File: src/rtl/pixgen_pkg.sv
package pixgen_pkg;

  typedef enum logic [1:0] {
    KIND_IDLE  = 2'b00,
    KIND_EVENT = 2'b01,
    KIND_HIT   = 2'b10
  } frameKind_t;

  // strobes passed from the sequencer to the word builder
  typedef struct packed {
    frameKind_t  kind;
    logic [1:0]  slot;
    logic [15:0] frameNum;
    logic        firstHit;
    logic        lastHit;
    logic        seqDone;
  } genStrobe_t;

endpackage

File: src/rtl/pixgen_ctrl.sv
module pixgen_ctrl
  import pixgen_pkg::*;
#(
  parameter int IDLE_FRAMES = 3,
  parameter int HIT_FRAMES  = 256,
  parameter int PRE_WORDS   = 8
) (
  input  logic       clk,
  input  logic       rstN,
  input  logic       trigger,
  input  logic       steppedMode,
  output genStrobe_t strb
);

  localparam int TOTAL = 4 * (IDLE_FRAMES + 1 + HIT_FRAMES);
  localparam int POS_W = $clog2(TOTAL);
  localparam int FR_W  = POS_W - 2;
  localparam logic [POS_W-1:0] LAST_POS = POS_W'(TOTAL - 1);
  localparam logic [POS_W-1:0] PRE_LAST = POS_W'(PRE_WORDS - 1);
  localparam logic [POS_W-1:0] PRE_NEXT = POS_W'(PRE_WORDS);
  localparam logic [FR_W-1:0]  EVT_FR   = FR_W'(IDLE_FRAMES);
  localparam logic [FR_W-1:0]  FIRST_FR = FR_W'(IDLE_FRAMES + 1);
  localparam logic [FR_W-1:0]  LAST_FR  = FR_W'(IDLE_FRAMES + HIT_FRAMES);

  logic [POS_W-1:0] wordPos;
  logic             running;
  logic             pendingQ;
  logic             go;
  logic             lastWord;
  logic [FR_W-1:0]  frameIdx;

  assign go       = pendingQ | trigger;
  assign lastWord = running && (wordPos == LAST_POS);
  assign frameIdx = wordPos[POS_W-1:2];

  always_ff @(posedge clk or negedge rstN) begin
    if (!rstN) begin
      wordPos  <= '0;
      running  <= 1'b0;
      pendingQ <= 1'b0;
    end else if (running) begin
      if (lastWord) begin
        running <= 1'b0;
        wordPos <= '0;
      end else begin
        wordPos <= wordPos + 1'b1;
      end
    end else if (steppedMode) begin
      if (wordPos == PRE_LAST) begin
        if (go) begin
          running  <= 1'b1;
          wordPos  <= PRE_NEXT;
          pendingQ <= 1'b0;
        end else begin
          wordPos <= '0;
        end
      end else begin
        wordPos  <= wordPos + 1'b1;
        pendingQ <= go;
      end
    end else begin
      if (wordPos[1:0] == 2'd3) begin
        wordPos <= '0;
        if (go) begin
          running  <= 1'b1;
          pendingQ <= 1'b0;
        end
      end else begin
        wordPos  <= wordPos + 1'b1;
        pendingQ <= go;
      end
    end
  end

  always_comb begin
    strb.slot     = wordPos[1:0];
    strb.frameNum = 16'(frameIdx);
    strb.firstHit = (frameIdx == FIRST_FR);
    strb.lastHit  = (frameIdx == LAST_FR);
    strb.seqDone  = lastWord;
    if (frameIdx < EVT_FR)       strb.kind = KIND_IDLE;
    else if (frameIdx == EVT_FR) strb.kind = KIND_EVENT;
    else                         strb.kind = KIND_HIT;
  end

  assert_pos_range_R4: assert property (@(posedge clk) disable iff (!rstN)
    wordPos <= LAST_POS);

  assert_rest_window_R9: assert property (@(posedge clk) disable iff (!rstN)
    !running |-> wordPos < 8);

  assert_no_pending_run_R10: assert property (@(posedge clk) disable iff (!rstN)
    running |-> !pendingQ);

  assert_back_to_idle_R10: assert property (@(posedge clk) disable iff (!rstN)
    lastWord |=> (!running && wordPos == '0));

  assert_normal_start_R8: assert property (@(posedge clk) disable iff (!rstN)
    (!running && !steppedMode && wordPos[1:0] == 2'd3 && trigger)
      |=> (running && wordPos == '0));

  assert_stepped_start_R9: assert property (@(posedge clk) disable iff (!rstN)
    (!running && steppedMode && wordPos == PRE_LAST && trigger)
      |=> (running && wordPos == PRE_NEXT));

endmodule

File: src/rtl/pixgen_datapath.sv
module pixgen_datapath
  import pixgen_pkg::*;
#(
  parameter int          IDLE_FRAMES = 3,
  parameter int          HIT_FRAMES  = 256,
  parameter logic [15:0] NO_DATA     = 16'hFFFF
) (
  input  logic        clk,
  input  logic        rstN,
  input  genStrobe_t  strb,
  output logic [15:0] wordOut,
  output logic        cavOut,
  output logic        davOut
);

  localparam logic [15:0] FIRST_HIT = 16'(IDLE_FRAMES + 1);
  localparam logic [15:0] HIT_WORDS = 16'(2 * HIT_FRAMES);

  logic [7:0]  eventNum;
  logic [15:0] hitWord;

  always_ff @(posedge clk or negedge rstN) begin
    if (!rstN)             eventNum <= '0;
    else if (strb.seqDone) eventNum <= eventNum + 8'd1;
  end

  assign hitWord = ((strb.frameNum - FIRST_HIT) << 1) | 16'(strb.slot[0]);

  always_comb begin
    unique case (strb.slot)
      2'd0: wordOut = {2'b00, {2{strb.firstHit}}, {2{strb.lastHit}},
                       strb.kind, eventNum};
      2'd1: wordOut = (strb.kind == KIND_IDLE) ? 16'h0000 : strb.frameNum;
      default: begin
        unique case (strb.kind)
          KIND_IDLE:  wordOut = NO_DATA;
          KIND_EVENT: wordOut = (strb.slot == 2'd2) ? {8'h00, eventNum} : HIT_WORDS;
          default:    wordOut = hitWord;
        endcase
      end
    endcase
  end

  assign cavOut = ~strb.slot[1];
  assign davOut = strb.slot[1];

  assert_hit_odd_R6: assert property (@(posedge clk) disable iff (!rstN)
    (strb.kind == KIND_HIT && strb.slot == 2'd3) |-> wordOut[0]);

  assert_first_in_hit_R7: assert property (@(posedge clk) disable iff (!rstN)
    (strb.firstHit || strb.lastHit) |-> strb.kind == KIND_HIT);

  assert_done_on_data_R2: assert property (@(posedge clk) disable iff (!rstN)
    strb.seqDone |-> (davOut && !cavOut));

endmodule

File: src/rtl/pixel_frame_gen.sv
module pixel_frame_gen
  import pixgen_pkg::*;
#(
  parameter int          IDLE_FRAMES = 3,
  parameter int          HIT_FRAMES  = 256,
  parameter int          PRE_WORDS   = 8,
  parameter logic [15:0] NO_DATA     = 16'hFFFF
) (
  input  logic        clk,
  input  logic        rstN,
  input  logic        trigger,
  input  logic        steppedMode,
  output logic [15:0] wordOut,
  output logic        cavOut,
  output logic        davOut
);

  genStrobe_t strb;

  pixgen_ctrl #(
    .IDLE_FRAMES(IDLE_FRAMES),
    .HIT_FRAMES (HIT_FRAMES),
    .PRE_WORDS  (PRE_WORDS)
  ) u_ctrl (
    .clk        (clk),
    .rstN       (rstN),
    .trigger    (trigger),
    .steppedMode(steppedMode),
    .strb       (strb)
  );

  pixgen_datapath #(
    .IDLE_FRAMES(IDLE_FRAMES),
    .HIT_FRAMES (HIT_FRAMES),
    .NO_DATA    (NO_DATA)
  ) u_data (
    .clk    (clk),
    .rstN   (rstN),
    .strb   (strb),
    .wordOut(wordOut),
    .cavOut (cavOut),
    .davOut (davOut)
  );

endmodule

File: config.mk
export PLATFORM = sky130hd
export DESIGN_NAME = pixel_frame_gen
export DESIGN_NICKNAME = d
export VERILOG_FILES = /design/src/rtl/pixgen_pkg.sv /design/src/rtl/pixgen_ctrl.sv /design/src/rtl/pixgen_datapath.sv /design/src/rtl/pixel_frame_gen.sv
export SDC_FILE = /design/constraint.sdc
export NUM_CORES = 1
export LEC_CHECK = 0
export BUFFER_PORTS_ARGS = -buffer_cell sky130_fd_sc_hd__buf_2
export CELL_PAD_IN_SITES_DETAIL_PLACEMENT = 1
export CELL_PAD_IN_SITES_GLOBAL_PLACEMENT = 2
export CORE_UTILIZATION = 30
export DETAILED_ROUTE_END_ITERATION = 7
export GPL_ROUTABILITY_DRIVEN = 0
export MAX_ROUTING_LAYER = met4
export PLACE_DENSITY = 0.79
export SYNTH_ARGS = -nofsm -noshare
export SYNTH_HDL_FRONTEND = slang
export SYNTH_SLANG_ARGS = --single-unit
File: constraint.sdc
create_clock -name clk -period 2 [get_ports clk]
set_input_delay 0.1 -clock clk [delete_from_list [all_inputs] [get_ports clk]]
set_output_delay 0.1 -clock clk [all_outputs]
set_load 0.01 [all_outputs]
Word level (Yosys, flattened, before mapping)

Index checks and enable logic that the tools add are counted.

Bits in registers: 21
Input bits: 4

$add $sub $neg: 3
Magnitude comparators: 1
Equality and inequality tests: 9
Multiplexer cells: 22
Bitwise operators: 3
Reduce and logical (&&, ||, !) cells: 3

Operators by type and width:

| cell                                                                          | number |
|---|---|
| 16-bit case mux with 2 select lines                                           | 2 |
| 11-bit 2-to-1 mux                                                             | 5 |
| 16-bit by 1-bit OR with 16-bit output                                         | 1 |
| 11-bit by 1-bit adder with 11-bit output (second input constant)              | 1 |
| 11-bit == test (second input constant)                                        | 1 |
| 11-bit by 3-bit == test with 1-bit output (second input constant)             | 1 |
| 1-bit 2-to-1 mux                                                              | 10 |
| 10-bit 2-to-1 mux                                                             | 1 |
| 9-bit by 3-bit subtractor with 10-bit output (second input constant)          | 1 |
| 9-bit by 2-bit == test with 1-bit output (second input constant)              | 1 |
| 9-bit by 3-bit == test with 1-bit output (second input constant)              | 1 |
| 9-bit == test (second input constant)                                         | 1 |
| 9-bit by 2-bit less-than comparator with 1-bit output (second input constant) | 1 |
| 9-bit 2-to-1 mux                                                              | 1 |
| 8-bit by 1-bit adder with 8-bit output (second input constant)                | 1 |
| 2-bit by 1-bit == test with 1-bit output (second input constant)              | 2 |
| 2-bit == test (second input constant)                                         | 2 |
| 2-bit zero test                                                               | 2 |
| 2-bit 2-to-1 mux                                                              | 2 |
| 4-bit 2-to-1 mux                                                              | 1 |
| 1-bit logical AND                                                             | 1 |
| 1-bit inverter                                                                | 1 |
| 1-bit OR                                                                      | 1 |

Longest topological paths before layout

Gate-level depths: netlist of run 1.

Word-level depth: 6
Depth in mapped cells: 8
Gate-level depth less buffers: 6

Hierarchy

A second synthesis of run 1 with hierarchy kept.

Cell total of the unflattened synthesis: 228
Area total of the unflattened synthesis: 1904.3 um^2

By module, submodules not included:

| module          | instances | cells each | area each (um^2) | seq. area each (um^2) |
|---|---|---|---|---|
| pixgen_datapath | 1         | 134        | 1022.2           | 200.2 |
| pixgen_ctrl     | 1         | 94         | 882.1            | 325.3 |

Worst setup path before layout of run 1

Ideal clock, no wire load.

Kind: reg-to-output
Start: register u_ctrl.wordPos[1]
End: output wordOut[11]
Arrival: 2.055 ns
Data required time: 1.900 ns
Path slack: -0.155 ns
Stages on the path, launching flop included: 9
Path buffers: 2
Cells stage by stage: dfrtp_1 inv_1 ha_1 or2_2 clkbuf_1 a31oi_1 and2_1 o21bai_1 buf_4

Word-level cells in the longest chain between the ends: 2
Elaborated cells on any way between the ends: 3

Ends and longest elaborated chain:

| item                                                                        | RTL line              | source |
|---|---|---|
| from (decl)                                                                 | pixgen_ctrl.sv:25     | `logic [POS_W-1:0] wordPos;` |
| from (signal assigned)                                                      | pixgen_ctrl.sv:46     | `wordPos <= wordPos + 1'b1;` |
| from (signal assigned)                                                      | pixgen_ctrl.sv:58     | `wordPos <= wordPos + 1'b1;` |
| from (signal assigned)                                                      | pixgen_ctrl.sv:69     | `wordPos <= wordPos + 1'b1;` |
| 2-bit by 1-bit == test with 1-bit output or 2-bit zero test (tied branches) | pixgen_datapath.sv:30 | `unique case (strb.slot)` |
| 16-bit case mux with 2 select lines *                                       | pixgen_datapath.sv:30 |  |
| to (decl)                                                                   | pixel_frame_gen.sv:13 | `output logic [15:0] wordOut,` |

Every way passes the cells marked *; elsewhere a longest branch is shown, timed or not.

Final worst setup path of run 1

Start: register u_ctrl.wordPos[9]
End: output wordOut[2]

Word-level cells in the longest chain between the ends: 6
Elaborated cells on any way between the ends: 9

Ends and longest elaborated chain:

| item                                                                                                          | RTL line                                     | source |
|---|---|---|
| parallel branches: the longest is 2 deep, another holds 9-bit by 2-bit less-than comparator with 1-bit output | -                                            |  |
| 2-bit 2-to-1 mux *                                                                                            | pixgen_ctrl.sv:81                            | `if (frameIdx < EVT_FR) strb.kind = KIND_IDLE;` |
| 2-bit by 1-bit == test with 1-bit output or 2-bit zero test (tied branches)                                   | pixgen_datapath.sv:35, pixgen_datapath.sv:33 |  |
| 16-bit case mux with 2 select lines or 9-bit 2-to-1 mux (tied branches)                                       | pixgen_datapath.sv:35, pixgen_datapath.sv:33 |  |
| 16-bit case mux with 2 select lines *                                                                         | pixgen_datapath.sv:30                        |  |

Every way passes the cells marked *.

==> results of run 1 <==
## worst paths after layout
check	startpoint	end	slack (ps)
worst max-delay path	u_ctrl.wordPos[9]	wordOut[2]	-80
worst min-delay path	trigger	u_ctrl.pendingQ	110
worst max register to register	u_ctrl.wordPos[9]	u_data.eventNum[5]	40
worst min register to register	u_ctrl.pendingQ	u_ctrl.pendingQ	510
max in group asynchronous	rstN	u_ctrl.wordPos[1]	1300
min in group asynchronous	rstN	u_ctrl.pendingQ	330
## power breakdown
part	internal [uW]	switching [uW]	total, uW
combinational	747	845	1590
clock	139	149	288
sequential	481	59.7	541
## per-layer routing
metal | routed length, um | global-route usage (%) | share of wire, %
met5 | 0 | - | 0
met4 | 49 | 3.818 | 0.87
met3 | 87 | 2.069 | 1.5
met2 | 2774 | 31.03 | 49
met1 | 2750 | 25.21 | 49
## cells by family (layout without fill, tap and decap cells)
group                      Yosys count  count (layout)  synth area share [%]
buffers and inverters               30              69                 8.975
and+or+nand+nor                     81              82                 26.93
xor gates and xnor gates            14              14                 6.873
muxes                                2               2                 1.262
DFF                                 21              21                 29.45
adders and majority gates           10              10                 7.013
AOI/OAI and AO/OA                   52              52                 19.50
## flip-flops by register name (all words and copies together), names as in the netlist
name	cells
u_ctrl.wordPos	11
u_data.eventNum	8
u_ctrl.running	1
u_ctrl.pendingQ	1
## worst max-delay path, stage by stage, from the launching register on
cell and delay [ps]:
dfrtp_1 410, nor4_4 360, buf_12 180, nand4b_4 170, nor3b_1 190, a221o_1 260
buf_2 140
## what timing repair did
action / 4_1_cts / 5_1_grt
endpoints found under the setup margin: 16 / 27
resized for setup: 18 / 28
pin swaps: 2 / 10
endpoints found under the hold margin: 21 / 0
cloned: 1 / 1
buffers inserted: 8 / 3
hold buffers: 1 / 0
## layout by cell type (no fill, tap or decap), types with 3 or more instances in the layout
cell and n:
clkbuf_8 3, dfrtp_1 19, a22oi_1 5, a21oi_1 10, nand4_1 3, o22ai_1 3, nor3_2 3, buf_4 24
buf_6 7, nor2_1 10, xor2_1 5, inv_1 10, ha_1 7, xnor2_1 9, and3_1 3, nand2_1 20
nand3_1 9, o21ai_0 5, nor3_1 5, o21ai_1 3, buf_2 19
## final cells by class
| type | instances | area, um^2 | share of cell area (%) |
|---|---|---|---|
| clock buffers | 3 | 41.29 | 1.723 |
| clock inverters | 1 | 5.005 | 0.2089 |
| inverters | 12 | 45.04 | 1.880 |
| multi-input cells | 160 | 1277 | 53.32 |
| flip-flops and latches | 21 | 528.0 | 22.04 |
| well taps | 72 | 90.09 | 3.760 |
| repair buffers | 53 | 409.1 | 17.08 |
## metrics by stage
step | std cells | worst slack [ps] | instance area [um^2] | hold WS (ps) | power (uW)
2_1_floorplan | 210 | 25.14 | 1792 | -195.6 | 1301
3_3_place_gp | 304 | 124.7 | 2027 | 92.95 | 1652
3_5_place_dp | 304 | 79.35 | 2027 | 99.00 | 1664
4_1_cts | 318 | -69.57 | 2217 | 109.6 | 2157
5_1_grt | 322 | -189.9 | 2396 | 129.7 | 2572
6_report | 322 | -83.43 | 2396 | 107.5 | 2420
==> out/metrics.csv, run 1 <==
stage;metric;value;unit
clocking;Clock Sinks;21;
drt;Post-DRT Antenna Nets;0;
cells_and_area;filler cell count;684;
timing;min Tclk post-route;2083;ps
global_route;largest net degree at the start of global routing;22;
critical_path;worst setup path class;reg -> out;
timing;Final Max Slew Viols;0;
critical_path;Worst Path Arrival;1980;ps
clocking;TritonCTS clock tree;built;
timing;Max-slew headroom;66.40;%
outcome;failing checks;setup timing;
clocking;CTS max path bufs;2;
critical_path;Worst Setup End Kind;primary output;
clocking;H-tree levels;1;
synth;Mapped Avg Cell Area;8.496;um^2
global_route;grt ovf;0;
floorplan;die area;6260;um^2
floorplan;Die Wd;79.12;um
cells_and_area;# diodes;0;
synth;post-synth top area share;29.45;%
drt;Total Wirelength;5661;um
synth;syn nets;224;
timing;RSZ-0062 raised after global routing;yes;
global_route;overall global routing resource usage;18.93;%
synth;Synth area leader;dfrtp_1;
drt;Detailed Routing Iterations Pass 1;4;
critical_path;Startpoint Class;flop;
synth;flops & latches, synth;21;
timing;setup TNS;-643.9;ps
drt;WL/cell;17.58;um
drt;DRT iter0 DRCs;65;
power_and_ir_drop;Peak VDD IR;0.0003762;V
timing;Slew @ Worst Pin;503.9;ps
critical_path;Reg2Reg Depth;7;
timing;final worst path period share;104.2;%
synth;Yosys warnings;0;
floorplan;io pins;22;
placement;post-DP HPWL;3940;um
outcome;run status;complete, but fails checks;
cells_and_area;Syn-to-layout area delta;34.29;%
floorplan;num rows;27;
drt;drc violations;0;
flow_run;MaxCap Viol Count;0;
placement;Port Buffers;21;
clocking;clock network latency to the later pin of the worst-skew pair;260;ps
timing;final setup violating endpoints;14;
critical_path;critical path fanouts, max;7;
synth;sequential share of the synthesized area;29.45;%
synth;top cells by count, synth;21 x dfrtp_1, 20 x nand2_1, 13 x a21oi_1, 12 x inv_1, 11 x nor2_1;
clocking;CTS root buf;clkbuf_8;
drt;Vias/cell;5.391;
floorplan;initial core utilization;31.82;%
drt;DR vias;1736;
floorplan;core footprint;5608;um^2
worst_hold_path;hold depth;3;
power_and_ir_drop;Power Dens Cells;1010;nW/um^2
timing;PnR worst setup slack;-83.43;ps
power_and_ir_drop;P_leak;0.001067;uW
synth;Syn Std Cell Area;1784;um^2
timing;highest clock rate;0.4800;GHz
synth;Synth Flop Type;dfrtp_1;
timing;post-route clock skew;2.409;ps
global_route;first-pass GRT wire length;8921;um
clocking;CTS buffer count;3;
global_route;vias in the first global route;1742;
clocking;clock transition at the registers of the reported paths;80;ps
critical_path;Worst EP required;1900;ps
synth;most frequent cell after synthesis;dfrtp_1;
cells_and_area;Final Core Density;42.73;%
timing;final hold vios;0;
global_route;antenna violations before repair;0;
synth;synth unique cells;56;
synth;Syn Inst Count;210;
floorplan;Die Span Y;79.12;um
worst_hold_path;Hold/Removal Path Class;in -> reg;
synth;Post-synth ARST share;100.0;%
cells_and_area;share of cells above drive strength 1;39.20;%
cells_and_area;nets;265;
synth;ranking of synthesized cells by area;dfrtp_1 29%, ha_1 7.0%, xnor2_1 4.4%, nand2_1 4.2%, a21oi_1 3.6%;
synth;Post-synth EDFFs;0;
(Power assumes the default switching activity.)
==> run 2: changes to the inputs <==
Settings changed: RECOVER_POWER from default to 25.
==> run 2 against run 1 <==
Effect of this change: the flow still finishes with violations (setup timing); power about the same; critical path depth unchanged; via count unchanged; setup slack unchanged; combinational power about the same; cell area about the same; count of clock-buffer cells in the layout unchanged; die area unchanged; global-route usage unchanged; final cell count unchanged; non-clock buffer count unchanged.
==> out/metrics.csv, run 2 (synthesis gave the netlist of run 1 again) <==
stage;metric;value;unit
outcome;run status;complete, but fails checks;
outcome;failing checks;setup timing;
placement;Port Buffers;21;
power_and_ir_drop;Power Dens Cells;1011;nW/um^2
power_and_ir_drop;Peak VDD IR;0.0003762;V
timing;RSZ-0062 raised after global routing;yes;
clocking;H-tree levels;1;
drt;Detailed Routing Iterations Pass 1;4;
global_route;antenna violations before repair;0;
timing;Slew @ Worst Pin;1211;ps
power_and_ir_drop;internal power;1366;uW
timing;final setup violating endpoints;14;
cells_and_area;nets;265;
timing;PnR worst setup slack;-83.43;ps
drt;DR vias;1736;
critical_path;Worst Setup End Kind;primary output;
cells_and_area;most frequent cells in the layout;24 x buf_4, 20 x nand2_1, 19 x dfrtp_1;
global_route;grt peak-use layer;met2;
global_route;met1 Use GR;25.21;%
critical_path;critical path fanouts, max;7;
global_route;GR Util met3;2.069;%
drt;Total Wirelength;5661;um
cells_and_area;share of cells above drive strength 1;38.80;%
cells_and_area;Reg with most FFs;u_ctrl.wordPos;
power_and_ir_drop;part of the power in registers;22.3;%
power_and_ir_drop;Comb pwr share;65.8;%
critical_path;Max stage delay cell, worst path;dfrtp_1;
critical_path;worst setup path class;reg -> out;
power_and_ir_drop;Clk pwr share;11.9;%
floorplan;num rows;27;
timing;final hold vios;0;
critical_path;r2r setup slk;40;ps
cells_and_area;commonest non-fill, non-tap cell in the layout;buf_4;
global_route;vias in the first global route;1742;
clocking;TritonCTS clock tree;built;
timing;post-route clock skew;2.409;ps
cells_and_area;max reg flops;11;
timing;Final Max Slew Viols;0;
clocking;CTS buffer count;3;
cells_and_area;Syn-to-layout area delta;34.22;%
placement;Placed Area;2027;um^2
drt;DRT iter0 DRCs;65;
critical_path;Worst EP required;1900;ps
cells_and_area;largest registers;u_ctrl.wordPos x11, u_data.eventNum x8;
drt;Post-DRT Antenna Nets;0;
floorplan;io pins;22;
global_route;first-pass GRT wire length;8921;um
timing;highest clock rate;0.4800;GHz
floorplan;Die Span Y;79.12;um
global_route;largest net degree at the start of global routing;22;
global_route;grt ovf;0;
clocking;clock transition at the registers of the reported paths;80;ps
critical_path;worst path bufs/invs;2;
global_route;met2 Use GR;31.03;%
timing;Max-slew headroom;19.28;%
drt;WL/cell;17.58;um
power_and_ir_drop;P_leak;0.001065;uW
critical_path;Worst Path Arrival;1980;ps
clocking;Clock Sinks;21;
placement;dpl ws;79.35;ps
power_and_ir_drop;NetSw;1054;uW
placement;post-DP HPWL;3940;um
drt;Vias/cell;5.391;
floorplan;core footprint;5608;um^2
cells_and_area;final instance area;2395;um^2
global_route;overall global routing resource usage;18.93;%
power_and_ir_drop;Sw Ratio;43.54;%
drt;drc violations;0;
flow_run;MaxCap Viol Count;0;
cells_and_area;# diodes;0;
clocking;CTS max path bufs;2;
timing;min Tclk post-route;2083;ps
critical_path;Worst path max stage delay;410;ps
clocking;clock network latency to the later pin of the worst-skew pair;260;ps
floorplan;die area;6260;um^2
critical_path;delay-heaviest family, CP;simple AND/OR/NAND/NOR gates;
critical_path;CP Cell Sequence;nor4_4, buf_12, nand4b_4, nor3b_1, a221o_1, buf_2;
critical_path;Startpoint Class;flop;
clocking;CTS root buf;clkbuf_8;
worst_hold_path;Hold/Removal Path Class;in -> reg;
floorplan;Die Wd;79.12;um
floorplan;initial core utilization;31.82;%
timing;final worst path period share;104.2;%
-- run 2: cell count changes in the layout (fill, tap and decap cells not counted) --
cell | previous run | this run
clkbuf_1 | 0 | 1
buf_2 | 19 | 18
-- run 2: routing by layer --
layer	vias to the layer above	routed length [um]
met2	19	2774
met4	0	49
met3	7	87
met1	876	2750
li1	834	-
met5	-	0
-- run 2: layout make-up --
cell class                 count  area, um^2
clock buffer                   3       41.29
clock inverter                 1       5.005
fill                         685        3213
inverter                      12       45.04
multi-input combinational    160        1277
sequential                    21       528.0
tap                           72       90.09
timing repair buffer          53       407.9
-- run 2: timing repair --
item	4_1_cts	5_1_grt
hold buffers	1	0
gates resized for setup	18	28
cloned	1	1
setup buffers	8	3
hold endpoints to repair	21	0
setup endpoints to repair	16	27
pin swaps	2	10
-- run 2: worst register-to-register path: stages (launching register included) --
cell and delay (ps):
dfrtp_1 410, nor4_4 360, buf_12 180, buf_4 150
nand4_2 200, buf_6 220, nor3_2 200, xor2_1 160
-- run 2: per-stage QoR --
step | TNS, ps | utilization (%) | cells | hold WS, ps | total power, uW
after detailed placement | 0 | 36.14 | 304 | 99.00 | 1664
after CTS | -335.8 | 39.54 | 318 | 109.6 | 2157
after global placement | 0 | 36.14 | 304 | 92.95 | 1652
after floorplan | 0 | - | 210 | -195.6 | 1301
after global routing | -2734 | 42.70 | 322 | 129.7 | 2572
final | -643.9 | 42.70 | 322 | 107.5 | 2420
-- run 2: path summary, 6_finish.rpt --
path	cells after the start	start	endpoint
setup / recovery	6	u_ctrl.wordPos[9]	wordOut[2]
hold / removal	3	trigger	u_ctrl.pendingQ
setup reg to reg	7	u_ctrl.wordPos[9]	u_data.eventNum[5]
hold reg to reg	2	u_ctrl.pendingQ	u_ctrl.pendingQ
max in group asynchronous	2	rstN	u_ctrl.wordPos[1]
min in group asynchronous	2	rstN	u_ctrl.pendingQ
-- run 2: power by group through the flow --
| stage | sequential [uW] | clock [uW] | combinational [uW] |
|---|---|---|---|
| final | 541 | 288 | 1590 |
| after global routing | 551 | 313 | 1710 |
| after CTS | 538 | 299 | 1320 |
| after detailed placement | 545 | 0 | 1120 |
| after global placement | 543 | 0 | 1110 |
| after floorplan | 528 | 0 | 773 |
